**config.mk**
```make
export PLATFORM = sky130hd
export DESIGN_NAME = flash_tick_divider
export DESIGN_NICKNAME = d
export VERILOG_FILES = /design/src/rtl/tdiv_pkg.sv /design/src/rtl/tdiv_cfg_reg.sv /design/src/rtl/tdiv_prescaler.sv /design/src/rtl/flash_tick_divider.sv
export SDC_FILE = /design/constraint.sdc
export NUM_CORES = 1
export LEC_CHECK = 0
export ABC_AREA = 1
export BUFFER_PORTS_ARGS = -buffer_cell sky130_fd_sc_hd__buf_2
export CAP_MARGIN = 40
export CORE_MARGIN = 2
export CORE_UTILIZATION = 40
export CTS_BUF_LIST = sky130_fd_sc_hd__clkbuf_8
export DETAILED_ROUTE_END_ITERATION = 12
export PLACE_DENSITY = 0.63
export SLEW_MARGIN = 20
export SYNTH_ARGS = -nofsm -noshare
export SYNTH_HDL_FRONTEND = slang
export SYNTH_SLANG_ARGS = --single-unit
```
**constraint.sdc**
```tcl
create_clock -name clk -period 1.9 [get_ports clk]
set_clock_uncertainty 0.1 [all_clocks]
set_input_delay 0.38 -clock clk [delete_from_list [all_inputs] [get_ports clk]]
set_output_delay 0.38 -clock clk [all_outputs]
set_load 0.05 [all_outputs]
```
**src/rtl/tdiv_pkg.sv**
```systemverilog
package tdiv_pkg;
  // Outcome of a write presented on the register bus
  typedef enum logic [1:0] {
    WR_NONE      = 2'd0,  // no write, or blocked by a running command
    WR_FLAG_ONLY = 2'd1,  // locked normal-mode write: only marks the register written
    WR_FULL      = 2'd2   // lock and divider field are loaded
  } wr_kind_e;
endpackage

```
**src/rtl/tdiv_cfg_reg.sv**
```systemverilog
module tdiv_cfg_reg
  import tdiv_pkg::*;
#(
  parameter int DIV_W = 6,
  localparam int REG_W = DIV_W + 2
) (
  input  logic             clk,
  input  logic             rst,
  input  logic             special_mode,
  input  logic             cmd_busy,
  input  logic             wr_en,
  input  logic [REG_W-1:0] wr_data,
  output logic             loaded,
  output logic             lock,
  output logic [DIV_W-1:0] div_q,
  output logic             div_wr
);
  wr_kind_e kind;

  always_comb begin
    kind = WR_NONE;
    if (wr_en && !cmd_busy) begin
      if (special_mode || !lock) kind = WR_FULL;
      else                       kind = WR_FLAG_ONLY;
    end
  end

  assign div_wr = (kind == WR_FULL);

  always_ff @(posedge clk) begin
    if (rst) begin
      loaded <= 1'b0;
      lock   <= 1'b0;
      div_q  <= '0;
    end else if (kind != WR_NONE) begin
      loaded <= 1'b1;
      if (kind == WR_FULL) begin
        lock  <= wr_data[DIV_W];
        div_q <= wr_data[DIV_W-1:0];
      end
    end
  end
endmodule

```
**src/rtl/tdiv_prescaler.sv**
```systemverilog
module tdiv_prescaler #(
  parameter int DIV_W = 6
) (
  input  logic             clk,
  input  logic             rst,
  input  logic             enable,
  input  logic             restart,
  input  logic [DIV_W-1:0] div,
  output logic             tick
);
  logic [DIV_W-1:0] cnt;

  always_ff @(posedge clk) begin
    if (rst || !enable || restart) begin
      cnt  <= '0;
      tick <= 1'b0;
    end else if (cnt == div) begin
      cnt  <= '0;
      tick <= 1'b1;
    end else begin
      cnt  <= cnt + 1'b1;
      tick <= 1'b0;
    end
  end
endmodule

```
**src/rtl/flash_tick_divider.sv**
```systemverilog
module flash_tick_divider #(
  parameter int DIV_W = 6,
  localparam int REG_W = DIV_W + 2
) (
  input  logic             clk,
  input  logic             rst,
  input  logic             special_mode,
  input  logic             cmd_busy,
  input  logic             wr_en,
  input  logic [REG_W-1:0] wr_data,
  input  logic             rd_en,
  output logic [REG_W-1:0] rd_data,
  output logic             tick
);
  logic             loaded;
  logic             lock;
  logic [DIV_W-1:0] div_q;
  logic             div_wr;

  tdiv_cfg_reg #(.DIV_W(DIV_W)) u_cfg (
    .clk          (clk),
    .rst          (rst),
    .special_mode (special_mode),
    .cmd_busy     (cmd_busy),
    .wr_en        (wr_en),
    .wr_data      (wr_data),
    .loaded       (loaded),
    .lock         (lock),
    .div_q        (div_q),
    .div_wr       (div_wr)
  );

  tdiv_prescaler #(.DIV_W(DIV_W)) u_pre (
    .clk     (clk),
    .rst     (rst),
    .enable  (loaded),
    .restart (div_wr),
    .div     (div_q),
    .tick    (tick)
  );

  // Registered read port: captures the current register image on a read strobe
  always_ff @(posedge clk) begin
    if (rst)        rd_data <= '0;
    else if (rd_en) rd_data <= {loaded, lock, div_q};
  end
endmodule

```
==> qor.yml <==
yosys_warnings: 0
synth_sequential_area_ratio_pct: 50.0
slowest_stage: "sky130_fd_sc_hd__dfxtp_1"
number_of_instances_in_the_synthesized_netlist: 125
crit-reg2reg-capture: "u_pre.cnt[3]$_SDFF_PP0_"
sink_count_of_the_clock_tree: 23
min_period_over_period_pct: 69.8
post_route_cells_drive_above_1_share_pct: 20.3
insertion_delay_ns: 0.26
post_synth.cell_area_avg_um2: 7.37
synth-edff-count: 0
timing.max_slew.rel_slack_pct: 83.3
cts.path.max_buffers: 2
final.setup.worst_slack_ns: 0.574
finalMaxSlewViolations: 0
timing.final.crit_period_ns: 1.33
fmax_mhz: 754
cp.buffers_inverters: 1
antenna_cells_inserted: 0
run_status: "finished clean"
global_route.usage.met2_pct: 25.7
yosys_reg_bits: 23
arrival_ns: 0.85
yosys_most_used_dff: "sky130_fd_sc_hd__dfxtp_1"
post-route-util_pct: 50.1
hold_class: "in2reg"
hold_path_origin: "wr_data[6]"
drt_wl_total_um: 1630
worst_path_cell_chain: "buf_2"
grt_remaining_overflow: 0
power_per_cell_area_nw_per_um2: 863
detailed_place_hpwl_um: 1280
synth_top_cells_by_count: "sky130_fd_sc_hd__nor2_1 (24), sky130_fd_sc_hd__dfxtp_1 (23), sky130_fd_sc_hd__nand2_1 (21), sky130_fd_sc_hd__inv_1 (17), sky130_fd_sc_hd__o21ai_0 (15)"
grt_start_max_net_pins: 17
ys_top_cells_by_area: "sky130_fd_sc_hd__dfxtp_1 (50%), sky130_fd_sc_hd__nor2_1 (9.8%), sky130_fd_sc_hd__nand2_1 (8.6%)"
synthesis.area_um2: 921
grt_usage_pct: 15.0
min_delay_path_depth: 3
post-synth-top-area-fraction_pct: 50.0
final_nets: 164
cts-htree-levels: 1
numPortBuffers: 21
reg2reg_depth: 6
reg2reg_slack_ns: 0.69
grt_pass1_wl_um: 3040
grt_util_met1_pct: 17.8
fin_worst_hold_slack_ns: 0.272
whs_endpoint: "u_cfg.lock$_SDFFE_PP0P_"
drt_iter0_markers: 6
r2r_start: "u_cfg.lock$_SDFFE_PP0P_"
post-route-drc-count: 0
drtPass1Iterations: 4
globalRouteMet3Util_pct: 2.59
root_buffer: "sky130_fd_sc_hd__clkbuf_8"
grt_antenna_before_repair: 0
tritoncts: "built"
chip_height_um: 52.0
ir_drop_v: 0.000554
slowest_delay_ns: 0.33
rsz_0062_raised_after_global_routing: "no"
post-cts-setup-buffers: 0
net_count_after_synthesis: 140
grt_pass1_vias: 766
leakagePower_uw: 0.000514
design.portCount: 23
setup_violations: 0
tightest_pin_transition_ns: 0.252
synthToLayoutAreaGrowth_pct: 19.2
critical_path_class: "reg2out"
postLayoutCellArea_um2: 1100
max_cap_viol_count: 0
worstPathMaxFanout: 2
number_of_buffers_inserted_by_hold_repair_at_cts: 0
synth.lib_cells_used.distinct: 15
viasPerCell: 4.49
setup.worst_path.end_class: "primary output"
yosys.cell_count.top_type: "sky130_fd_sc_hd__nor2_1"
coreArea_um2: 2190
tritoncts.num_buffers: 3
die_w_um: 52.0
clk_transition_reported_paths_ns: 0.08
place.gp.congestion: 0.751
placementRows: 17
cp_top_family: "flip-flops"
final_antenna_net_count: 0
postPlaceCellArea_um2: 1050
place_worst_setup_slack_ns: 0.510
critPathRequiredTime_ns: 1.42
fin_setup_tns_ns: 0
routed_wire_length_per_instance_um: 9.27
num_vias: 790
report.final.hold_viol_count: 0
synth-async-reset-ratio_pct: 0
die-area_um2: 2700
synth_top_area_cell: "sky130_fd_sc_hd__dfxtp_1"
grt.busiest_layer: "met2"
initial_utilization_pct: 42.0
setup.worst_path.start_class: "register"
cts.repair.resized: 0
## logic make-up after synthesis
family	Yosys count	synth area share, %
adder cells (fa/ha/maj)	1	1.36
XOR/XNOR	4	3.81
AO/OA/AOI/OAI	25	13.6
flip-flops	23	50.0
AND/OR/NAND/NOR	51	22.0
buffers and inverters	21	9.24
## through the flow
stage	total power, µW	std cells
5_1_grt	998	176
2_1_floorplan	629	125
6_report	946	176
3_3_place_gp	663	172
4_1_cts	956	176
3_5_place_dp	666	172
## sequential cells by signal (all words and copies together) (netlist names)
register,cells
u_cfg.lock,1
u_pre.tick,1
u_pre.cnt,6
u_cfg.div_q,6
u_cfg.loaded,1
rd_data,8
## worst max path at each step
stage	startpoint	end	slack [ns]	depth (start not counted)
final	rd_data[0]$_SDFFE_PP0P_	rd_data[0]	0.57	1
after detailed placement	special_mode	u_pre.cnt[3]$_SDFF_PP0_	0.51	8
after floorplan	wr_en	u_cfg.div_q[3]$_SDFFE_PP0P_	0.76	6
after global routing	u_cfg.lock$_SDFFE_PP0P_	u_pre.cnt[5]$_SDFF_PP0_	0.51	6
after global placement	special_mode	u_pre.cnt[5]$_SDFF_PP0_	0.54	8
after CTS	rd_data[1]$_SDFFE_PP0P_	rd_data[1]	0.56	1
## report_power, final
part	switching, µW	total, µW	internal, µW	leakage (µW)
logic	93.4	135	41.2	0.000300
registers	12.2	519	506	0.000189
clock network	147	293	146	0.0000255
total	253	946	694	0.000514
## placed cells by master, fill, tap and decap left out
cell,Yosys,routed
sky130_fd_sc_hd__a21oi_1,10,10
sky130_fd_sc_hd__buf_2,2,21
sky130_fd_sc_hd__buf_4,1,1
sky130_fd_sc_hd__clkbuf_8,0,3
sky130_fd_sc_hd__clkinv_2,0,1
sky130_fd_sc_hd__dfxtp_1,23,23
sky130_fd_sc_hd__ha_1,1,1
sky130_fd_sc_hd__inv_1,17,17
sky130_fd_sc_hd__inv_2,1,1
sky130_fd_sc_hd__nand2_1,21,21
sky130_fd_sc_hd__nand2_2,2,2
sky130_fd_sc_hd__nand3_1,3,3
sky130_fd_sc_hd__nor2_1,24,24
sky130_fd_sc_hd__nor2_2,1,1
sky130_fd_sc_hd__o21ai_0,15,15
sky130_fd_sc_hd__xnor2_1,1,1
sky130_fd_sc_hd__xor2_1,3,3
## metal layers
layer	wire length [µm]	share of wire, %
met1	799	49
met2	764	47
met3	54	3.3
met4	14	0.86
met5	0	0
## layout make-up
cell class | instances | area [µm²]
inverters | 18 | 67.6
fillers | 212 | 1090
repair buffers | 22 | 113
multi-input cells | 81 | 375
clock buffers | 3 | 41.3
clock inverters | 1 | 5.00
flip-flops and latches | 23 | 460
well taps | 28 | 35.0
## worst register-to-register path, cell delays in order, from the launching register on
cell                      delay, ns
sky130_fd_sc_hd__dfxtp_1       0.35
sky130_fd_sc_hd__nand2_1       0.07
sky130_fd_sc_hd__nand2_2       0.18
sky130_fd_sc_hd__inv_1         0.08
sky130_fd_sc_hd__nor2_1        0.15
sky130_fd_sc_hd__nand2_2       0.12
sky130_fd_sc_hd__nor2_1        0.10
(Power assumes the default switching activity.)
